--- config.mk ---
export PLATFORM = sky130hd
export DESIGN_NAME = pi2c_write_master
export DESIGN_NICKNAME = d
export VERILOG_FILES = /design/src/rtl/pi2c_pkg.sv /design/src/rtl/pi2c_phase_timer.sv /design/src/rtl/pi2c_byte_feeder.sv /design/src/rtl/pi2c_seq_ctrl.sv /design/src/rtl/pi2c_write_master.sv
export SDC_FILE = /design/constraint.sdc
export NUM_CORES = 1
export LEC_CHECK = 0
export BUFFER_PORTS_ARGS = -buffer_cell sky130_fd_sc_hd__buf_4
export CORE_MARGIN = 2
export CORE_UTILIZATION = 35
export DETAILED_ROUTE_END_ITERATION = 8
export PLACE_DENSITY = 0.57
export SKIP_LAST_GASP = 1
export SLEW_MARGIN = 0
export SYNTH_ARGS = -nofsm -noshare
export SYNTH_HDL_FRONTEND = slang
export SYNTH_SLANG_ARGS = --single-unit
--- constraint.sdc ---
create_clock -name clk -period 2.8 [get_ports clk]
set_input_delay 0.14 -clock clk [delete_from_list [all_inputs] [get_ports clk]]
set_output_delay 0.14 -clock clk [all_outputs]
set_load 0.01 [all_outputs]
--- src/rtl/pi2c_pkg.sv ---
package pi2c_pkg;

  // Sequencer phases of a transfer.
  typedef enum logic [2:0] {
    PH_IDLE,
    PH_START,
    PH_LOW,
    PH_HIGH,
    PH_STOP_LOW,
    PH_STOP_HIGH
  } phase_e;

endpackage

--- src/rtl/pi2c_phase_timer.sv ---
// Down-counter that times each phase; load wins over counting.
module pi2c_phase_timer #(
  parameter int TW = 7
) (
  input  logic          clk,
  input  logic          rst,
  input  logic          load,
  input  logic [TW-1:0] load_val,
  output logic [TW-1:0] cnt,
  output logic          done
);

  always_ff @(posedge clk) begin
    if (rst) begin
      cnt <= '0;
    end else if (load) begin
      cnt <= load_val;
    end else if (cnt != '0) begin
      cnt <= cnt - TW'(1);
    end
  end

  assign done = (cnt == '0);

endmodule

--- src/rtl/pi2c_byte_feeder.sv ---
// Fetches bytes from the external buffer and presents them bit by bit.
module pi2c_byte_feeder #(
  parameter int CNT_W  = 7,
  parameter int BYTE_W = 8
) (
  input  logic              clk,
  input  logic              rst,
  input  logic              abort,
  input  logic              launch,
  input  logic [CNT_W-1:0]  count_in,
  input  logic              load_byte,
  input  logic              shift_bit,
  input  logic              advance,
  input  logic [BYTE_W-1:0] rd_data,
  output logic              rd_en,
  output logic [CNT_W-1:0]  rd_addr,
  output logic              tx_bit,
  output logic              first_bit,
  output logic              last_bit,
  output logic              last_byte
);

  localparam int BIT_W = (BYTE_W > 1) ? $clog2(BYTE_W) : 1;
  localparam logic [BIT_W-1:0] TOP_BIT = BIT_W'(BYTE_W - 1);

  logic [CNT_W-1:0]  count_q;
  logic [CNT_W-1:0]  byte_idx;
  logic [CNT_W-1:0]  next_idx;
  logic [BIT_W-1:0]  bit_idx;
  logic [BYTE_W-1:0] shreg;

  assign next_idx = byte_idx + CNT_W'(1);

  always_ff @(posedge clk) begin
    if (rst) begin
      count_q  <= '0;
      byte_idx <= '0;
      bit_idx  <= TOP_BIT;
      shreg    <= '0;
      rd_en    <= 1'b0;
      rd_addr  <= '0;
    end else begin
      rd_en <= 1'b0;
      if (abort) begin
        byte_idx <= '0;
        bit_idx  <= TOP_BIT;
      end else if (launch) begin
        count_q  <= count_in;
        byte_idx <= '0;
        bit_idx  <= TOP_BIT;
        rd_en    <= 1'b1;
        rd_addr  <= '0;
      end else begin
        if (load_byte) begin
          shreg <= rd_data << 1;
          // prefetch the following byte while this one shifts out
          if (next_idx != count_q) begin
            rd_en   <= 1'b1;
            rd_addr <= next_idx;
          end
        end else if (shift_bit) begin
          shreg <= shreg << 1;
        end
        if (advance) begin
          if (bit_idx == '0) begin
            bit_idx  <= TOP_BIT;
            byte_idx <= next_idx;
          end else begin
            bit_idx <= bit_idx - BIT_W'(1);
          end
        end
      end
    end
  end

  assign tx_bit    = load_byte ? rd_data[BYTE_W-1] : shreg[BYTE_W-1];
  assign first_bit = (bit_idx == TOP_BIT);
  assign last_bit  = (bit_idx == '0);
  assign last_byte = (next_idx == count_q);

endmodule

--- src/rtl/pi2c_seq_ctrl.sv ---
// Phase sequencer: owns the registered line levels and the idle flag.
module pi2c_seq_ctrl
  import pi2c_pkg::*;
#(
  parameter int CNT_W = 7,
  parameter int DIV_W = 6,
  localparam int TW   = DIV_W + 1
) (
  input  logic             clk,
  input  logic             rst,
  input  logic             enable,
  input  logic             start,
  input  logic [CNT_W-1:0] byte_count,
  input  logic [DIV_W-1:0] clk_div,
  input  logic [TW-1:0]    t_cnt,
  input  logic             t_done,
  input  logic             tx_bit,
  input  logic             first_bit,
  input  logic             last_bit,
  input  logic             last_byte,
  output logic             t_load,
  output logic [TW-1:0]    t_val,
  output logic             launch,
  output logic             abort,
  output logic             load_byte,
  output logic             shift_bit,
  output logic             advance,
  output logic             scl,
  output logic             sda,
  output logic             idle
);

  phase_e           st, st_n;
  logic [DIV_W-1:0] div_q, div_n;
  logic [DIV_W-1:0] eff_in;
  logic [TW-1:0]    half_in, half_q;
  logic             scl_n, sda_n, idle_n;
  logic             low_first;

  assign eff_in    = (clk_div == '0) ? DIV_W'(1) : clk_div;
  assign half_in   = {eff_in, 1'b0};
  assign half_q    = {div_q, 1'b0};
  assign low_first = (t_cnt == half_q - TW'(1));

  always_comb begin
    st_n      = st;
    div_n     = div_q;
    scl_n     = scl;
    sda_n     = sda;
    idle_n    = idle;
    t_load    = 1'b0;
    t_val     = '0;
    launch    = 1'b0;
    abort     = 1'b0;
    load_byte = 1'b0;
    shift_bit = 1'b0;
    advance   = 1'b0;
    if (!enable) begin
      abort  = (st != PH_IDLE);
      st_n   = PH_IDLE;
      scl_n  = 1'b1;
      sda_n  = 1'b1;
      idle_n = 1'b1;
    end else begin
      case (st)
        PH_IDLE: begin
          if (start && byte_count != '0) begin
            st_n   = PH_START;
            sda_n  = 1'b0;
            idle_n = 1'b0;
            launch = 1'b1;
            div_n  = eff_in;
            t_load = 1'b1;
            t_val  = half_in - TW'(2);
          end
        end
        PH_START: begin
          if (t_done) begin
            st_n   = PH_LOW;
            scl_n  = 1'b0;
            t_load = 1'b1;
            t_val  = half_q - TW'(1);
          end
        end
        PH_LOW: begin
          if (low_first) begin
            if (first_bit) load_byte = 1'b1;
            else           shift_bit = 1'b1;
            sda_n = tx_bit;
          end
          if (t_done) begin
            st_n   = PH_HIGH;
            scl_n  = 1'b1;
            t_load = 1'b1;
            t_val  = half_q - TW'(1);
          end
        end
        PH_HIGH: begin
          if (t_done) begin
            advance = 1'b1;
            scl_n   = 1'b0;
            t_load  = 1'b1;
            t_val   = half_q - TW'(1);
            st_n    = (last_bit && last_byte) ? PH_STOP_LOW : PH_LOW;
          end
        end
        PH_STOP_LOW: begin
          if (low_first) sda_n = 1'b0;
          if (t_done) begin
            st_n   = PH_STOP_HIGH;
            scl_n  = 1'b1;
            t_load = 1'b1;
            t_val  = half_q - TW'(2);
          end
        end
        PH_STOP_HIGH: begin
          if (t_done) begin
            st_n   = PH_IDLE;
            sda_n  = 1'b1;
            idle_n = 1'b1;
          end
        end
        default: begin
          st_n   = PH_IDLE;
          scl_n  = 1'b1;
          sda_n  = 1'b1;
          idle_n = 1'b1;
        end
      endcase
    end
  end

  always_ff @(posedge clk) begin
    if (rst) begin
      st    <= PH_IDLE;
      div_q <= DIV_W'(1);
      scl   <= 1'b1;
      sda   <= 1'b1;
      idle  <= 1'b1;
    end else begin
      st    <= st_n;
      div_q <= div_n;
      scl   <= scl_n;
      sda   <= sda_n;
      idle  <= idle_n;
    end
  end

endmodule

--- src/rtl/pi2c_write_master.sv ---
module pi2c_write_master #(
  parameter int CNT_W  = 7,
  parameter int DIV_W  = 6,
  parameter int BYTE_W = 8
) (
  input  logic              clk,
  input  logic              rst,
  input  logic              enable,
  input  logic              start,
  input  logic [CNT_W-1:0]  byte_count,
  input  logic [DIV_W-1:0]  clk_div,
  output logic              rd_en,
  output logic [CNT_W-1:0]  rd_addr,
  input  logic [BYTE_W-1:0] rd_data,
  output logic              scl,
  output logic              sda,
  output logic              idle
);

  localparam int TW = DIV_W + 1;

  logic          t_load, t_done;
  logic [TW-1:0] t_val, t_cnt;
  logic          launch, abort, load_byte, shift_bit, advance;
  logic          tx_bit, first_bit, last_bit, last_byte;

  pi2c_phase_timer #(.TW(TW)) u_timer (
    .clk      (clk),
    .rst      (rst),
    .load     (t_load),
    .load_val (t_val),
    .cnt      (t_cnt),
    .done     (t_done)
  );

  pi2c_byte_feeder #(.CNT_W(CNT_W), .BYTE_W(BYTE_W)) u_feeder (
    .clk       (clk),
    .rst       (rst),
    .abort     (abort),
    .launch    (launch),
    .count_in  (byte_count),
    .load_byte (load_byte),
    .shift_bit (shift_bit),
    .advance   (advance),
    .rd_data   (rd_data),
    .rd_en     (rd_en),
    .rd_addr   (rd_addr),
    .tx_bit    (tx_bit),
    .first_bit (first_bit),
    .last_bit  (last_bit),
    .last_byte (last_byte)
  );

  pi2c_seq_ctrl #(.CNT_W(CNT_W), .DIV_W(DIV_W)) u_ctrl (
    .clk        (clk),
    .rst        (rst),
    .enable     (enable),
    .start      (start),
    .byte_count (byte_count),
    .clk_div    (clk_div),
    .t_cnt      (t_cnt),
    .t_done     (t_done),
    .tx_bit     (tx_bit),
    .first_bit  (first_bit),
    .last_bit   (last_bit),
    .last_byte  (last_byte),
    .t_load     (t_load),
    .t_val      (t_val),
    .launch     (launch),
    .abort      (abort),
    .load_byte  (load_byte),
    .shift_bit  (shift_bit),
    .advance    (advance),
    .scl        (scl),
    .sda        (sda),
    .idle       (idle)
  );

endmodule

Word level (Yosys, flattened, before mapping)
Index checks and enable logic that the tools add are counted.

Output and inout bits: 11. Bits in registers: 52. Bits of input ports: 25.

$add $sub $neg: 6. Bitwise operators: 6. Equal/unequal tests: 19. Muxes and demuxes: 51. Reduce and logical (&&, ||, !) cells: 30.

Operator list (count): 7-bit two-way mux (9); 1-bit two-way mux (25); 3-bit two-way mux (8); 7-bit one-hot mux with 3 select lines (1); 3-bit one-hot mux with 6 select lines (1); 8-bit two-way mux (2); 3-bit AND reduction (5); 7-bit equality test (2); 7-bit nonzero test (2); 7-bit by 1-bit subtractor with 7-bit output (second input constant) (2); 7-bit by 2-bit subtractor with 7-bit output (second input constant) (2); 2-bit by 1-bit != test with 1-bit output (second input constant) (5); 2-bit != test (second input constant) (5); 2-bit OR reduction (5); 3-bit equality test (second input constant) (3); 2-bit nonzero test (4); 7-bit by 1-bit adder with 7-bit output (second input constant) (1); 7-bit zero test (1); 7-bit != test (1); 3-bit by 2-bit equality test with 1-bit output (second input constant) (2); 3-bit zero test (2); 6-bit zero test (1); 6-bit two-way mux (1); 1-bit NOT (6); 12 further kinds (16).

Depth between registers and ports, before layout
Depth after elaboration: 8. Mapped depth: 9. Depth with buffers taken out: 9.

By module
From an unflattened synthesis, not the netlist that was laid out.

Cells, all modules: 386. Area total of the unflattened synthesis: 3234.4 µm².

By module, submodules not included: pi2c_byte_feeder (area each 1781.7 µm², cells an instance 202, instances 1, seq. area each 640.6 µm²); pi2c_seq_ctrl (area each 1053.5 µm², cells an instance 137, instances 1, seq. area each 240.2 µm²); pi2c_phase_timer (area each 399.1 µm², cells an instance 47, instances 1, seq. area each 140.1 µm²).

Least setup slack after synthesis
OpenSTA, ideal clock, no wires.

Path kind: register to register. Start point: register u_ctrl.div_q[0]. End point: register u_ctrl.sda. Data arrival time: 2540 ps. Data required time: 2680 ps. Cell stages (with the launch flop): 10. Path buffers: 1. Slack: 140 ps. Cell sequence: dfxtp_1 inv_1 ha_1 clkbuf_1 o21ba_1 a221oi_1 a41oi_1 or4_1 a311o_1 o31a_1.

Longest elaborated chain between the ends: 8.

RTL lines: from (decl) (RTL line pi2c_seq_ctrl.sv:34) `logic [DIV_W-1:0] div_q, div_n;`; from (signal assigned) (RTL line pi2c_seq_ctrl.sv:142) `div_q <= div_n;`; 7-bit by 1-bit subtractor with 7-bit output * (RTL line pi2c_seq_ctrl.sv:43) `assign low_first = (t_cnt == half_q - TW'(1));`; 7-bit equality test * (RTL line pi2c_seq_ctrl.sv:43); 1-bit two-way mux (RTL line pi2c_seq_ctrl.sv:86) `if (low_first) begin`; 1-bit two-way mux (RTL line pi2c_seq_ctrl.sv:65) `case (st)`; 1-bit two-way mux (RTL line pi2c_seq_ctrl.sv:58) `if (!enable) begin`; 1-bit two-way mux (RTL line pi2c_byte_feeder.sv:76) `assign tx_bit = load_byte ? rd_data[BYTE_W-1] : shreg[BYTE_W-1];`; 1-bit two-way mux (RTL line pi2c_seq_ctrl.sv:86); 1-bit one-hot mux with 5 select lines (RTL line pi2c_seq_ctrl.sv:65); to (signal assigned) (RTL line pi2c_seq_ctrl.sv:144) `sda <= sda_n;`; to (decl) (RTL line pi2c_seq_ctrl.sv:29) `output logic sda,`.

Every way passes the cells marked *; elsewhere a longest branch is shown, timed or not. The select of a mux whose other input is x is not followed. A chain may end at the register's enable or synchronous reset.

Worst setup path after layout
Start point: register u_ctrl.div_q[1]. End point: register u_ctrl.sda.

The elaborated chain is that of the path after synthesis.

==> out/results.tsv <==
metric	value	unit
path_clk_slew	90	ps
synthCells	353	
clockBufferDepth	2	
yosysWarningCount	0	
firstDrtPassIters	4	
critPathMaxFanout	6	
period_share	0.934	
cp.arrival	2810	ps
routed_wl	6830	um
fin_crit	2620	ps
run_status	finished clean	
wl_per_cell	13.9	um
fmax	0.382	GHz
hold-worst-slack	84.0	ps
required	3000	ps
hold_viol	0	
ir_worst_vdd	0.274	mV
worst_slew_pin_slew	497	ps
synth_edf_count	0	
chipHeight	94.5	um
drive_gt1_frac	0.172	
start_kind	flip-flop	
cts.sinks	51	
grt_overflow_total	0	
final_antenna_net_count	0	
via_per_inst	5.06	
power_leakage	1.36	nW
cts_root_buffer	clkbuf_8	
cts_tree	yes	
r2r_cells	8	
drc	0	
tns	0	ps
area_growth	19.1	%
rsz0062_at_grt	no	
r2r-start	u_ctrl.div_q[1]$_SDFFE_PP0P_	
postSynthAreaPerCell	8.11	um^2
hp-start	byte_count[0]	
final-instance-count-excl-fill	492	
finalSetupViolCount	0	
core	7850	um^2
seq_area_frac_synth	0.356	
fp.dieW	94.5	um
synth_top_cell_area_share	0.356	
synthFlopType	dfxtp_1	
port_buffers	35	
first_iter_violations	79	
min_to	u_feeder.count_q[0]$_SDFFE_PP0P_	
grt_pass1_vias	2348	
final_common_cell	nand2_1	
grt_start_max_net_pins	37	
syn_nets	385	
num_rows	32	
grt_pass1_wl	11400	um
timing.rr.end	u_ctrl.sda$_SDFFE_PP1P_	
dpl.cell_count	485	
cellPowerDensity	587	nW/um^2
synthArstFlopShare	0	
dp_slack	120	ps
num_vias	2490	
synth_area_leaders	dfxtp_1 36%, nand2_1 8.4%, xnor2_1 5.8%, xor2_1 5.8%, a21oi_1 4.5%	
fin_skew	11.3	ps
numCtsBuffers	5	
ff2ff_setup_slack	180	ps
nets	422	
layout_common_cells	64 x nand2_1, 51 x dfxtp_1, 50 x buf_4	
io_pins	36	
hpwlAfterDp	5120	um
min_path_cells	3	
finalMaxSlewViolations	0	
fill_cells	807	
critical_path_class	flip-flop to flip-flop	
htree_levels	2	
gp_congestion	0.855	
relSlewSlack	0.666	
yosysUniqueCellTypes	52	
holdCritPathClass	input pin to flip-flop	
yosys.area.top_type	dfxtp_1	
antenna_cells	0	
setup_slack	183	ps
gr-usage-all-layers	0.161	
insertion_delay	300	ps
synth.ff_latch_count	51	
dieArea	8920	um^2
end_kind	flip-flop	
netlist_area	2860	um^2
maxCapViolCount	0	
start_util	0.365	
antenna_found_initial	0	
[metrics by stage]
stage / area, um^2 / utilization / total power, mW
global route: 3410 / 0.435 / 2.13
detailed placement: 3290 / 0.419 / 1.51
floorplan: 2860 / - / 1.31
finish: 3410 / 0.435 / 2.00
CTS: 3390 / 0.432 / 2.01
global placement: 3290 / 0.419 / 1.50
[registers in the layout, summed over array words and instances (netlist names)]
| register | flops |
|---|---|
| u_feeder.rd_en | 1 |
| u_ctrl.st | 3 |
| u_feeder.rd_addr | 7 |
| u_ctrl.idle | 1 |
| u_feeder.count_q | 7 |
| u_ctrl.div_q | 6 |
| u_timer.cnt | 7 |
| u_feeder.byte_idx | 7 |
| u_ctrl.scl | 1 |
| u_ctrl.sda | 1 |
| u_feeder.shreg | 7 |
| u_feeder.bit_idx | 3 |
[final cells by class]
cell class / instances / area, um^2 / share of cell area
multi-input combinational: 271 / 1740 / 0.511
tap: 102 / 128 / 0.0374
clock inverter: 1 / 30.0 / 0.00880
clock buffer: 6 / 72.6 / 0.0213
inverter: 11 / 41.3 / 0.0121
timing repair buffer: 50 / 375 / 0.110
sequential: 51 / 1020 / 0.299
[layer usage]
layer / up-vias / share of wire / GRT usage
met5: - / 0 / 0
met4: 0 / 0.0034 / 0.0290
met3: 2 / 0.034 / 0.0279
met2: 44 / 0.46 / 0.257
met1: 1143 / 0.51 / 0.231
li1: 1301 / - / -
[power by group]
group          leakage (nW)  switching, mW  internal [mW]
clock                0.0513          0.230          0.262
combinational         0.897          0.366          0.293
sequential            0.414         0.0711          0.778
total                  1.36          0.667           1.33
[synthesized netlist by cell type, drive strengths merged, types with 2 or more instances]
| library cell | instances |
|---|---|
| xnor2 | 19 |
| nor2 | 29 |
| xor2 | 19 |
| nor3b | 2 |
| nor3 | 6 |
| o21bai | 2 |
| nor4 | 3 |
| inv | 11 |
| ha | 7 |
| xnor3 | 2 |
| o22ai | 17 |
| or4 | 3 |
| o21ai | 6 |
| a22oi | 2 |
| nand2b | 10 |
| nand4 | 6 |
| nand2 | 64 |
| a21oi | 26 |
| o21ba | 2 |
| clkbuf | 18 |
| dfxtp | 51 |
| buf | 2 |
| o211ai | 4 |
| mux2i | 8 |
| nand3 | 6 |
| nor2b | 2 |
| or3 | 5 |
| and3 | 2 |
[critical path, stage by stage (launching register included)]
cell and delay (ps):
dfxtp_1 400, inv_1 60, ha_1 270, o21ba_1 210, a221oi_2 280, a41oi_2 110
or4_4 590, a311o_1 370, o31a_1 230
[worst max path at each step]
stage	cells after the start	endpoint	slack [ps]	startpoint
after floorplan	9	u_ctrl.sda$_SDFFE_PP1P_	140	u_ctrl.div_q[0]$_SDFFE_PP1P_
after global placement	8	u_ctrl.sda$_SDFFE_PP1P_	200	u_ctrl.div_q[1]$_SDFFE_PP0P_
after detailed placement	8	u_ctrl.sda$_SDFFE_PP1P_	120	u_ctrl.div_q[1]$_SDFFE_PP0P_
after CTS	8	u_ctrl.sda$_SDFFE_PP1P_	110	u_ctrl.div_q[1]$_SDFFE_PP0P_
after global routing	8	u_ctrl.sda$_SDFFE_PP1P_	50	u_ctrl.div_q[1]$_SDFFE_PP0P_
final	8	u_ctrl.sda$_SDFFE_PP1P_	180	u_ctrl.div_q[1]$_SDFFE_PP0P_
[kinds of logic (layout without fill, tap and decap cells)]
| family | after synthesis | in the layout | share of synthesized area |
|---|---|---|---|
| AO/OA/AOI/OAI | 72 | 72 | 0.160 |
| XOR/XNOR | 40 | 40 | 0.132 |
| adder cells (fa/ha/maj) | 7 | 7 | 0.0306 |
| buffers and inverters | 31 | 68 | 0.0411 |
| flip-flops | 51 | 51 | 0.356 |
| multiplexers | 8 | 8 | 0.0280 |
| AND/OR/NAND/NOR | 144 | 144 | 0.252 |
[repair_timing]
action                     in CTS  in global routing
hold buffers                    0                  0
hold endpoints to repair        0                  0
gates resized for setup         0                  3
setup endpoints to repair       0                  1
buffers inserted                0                  0
Power figures use the tool's default switching activity.
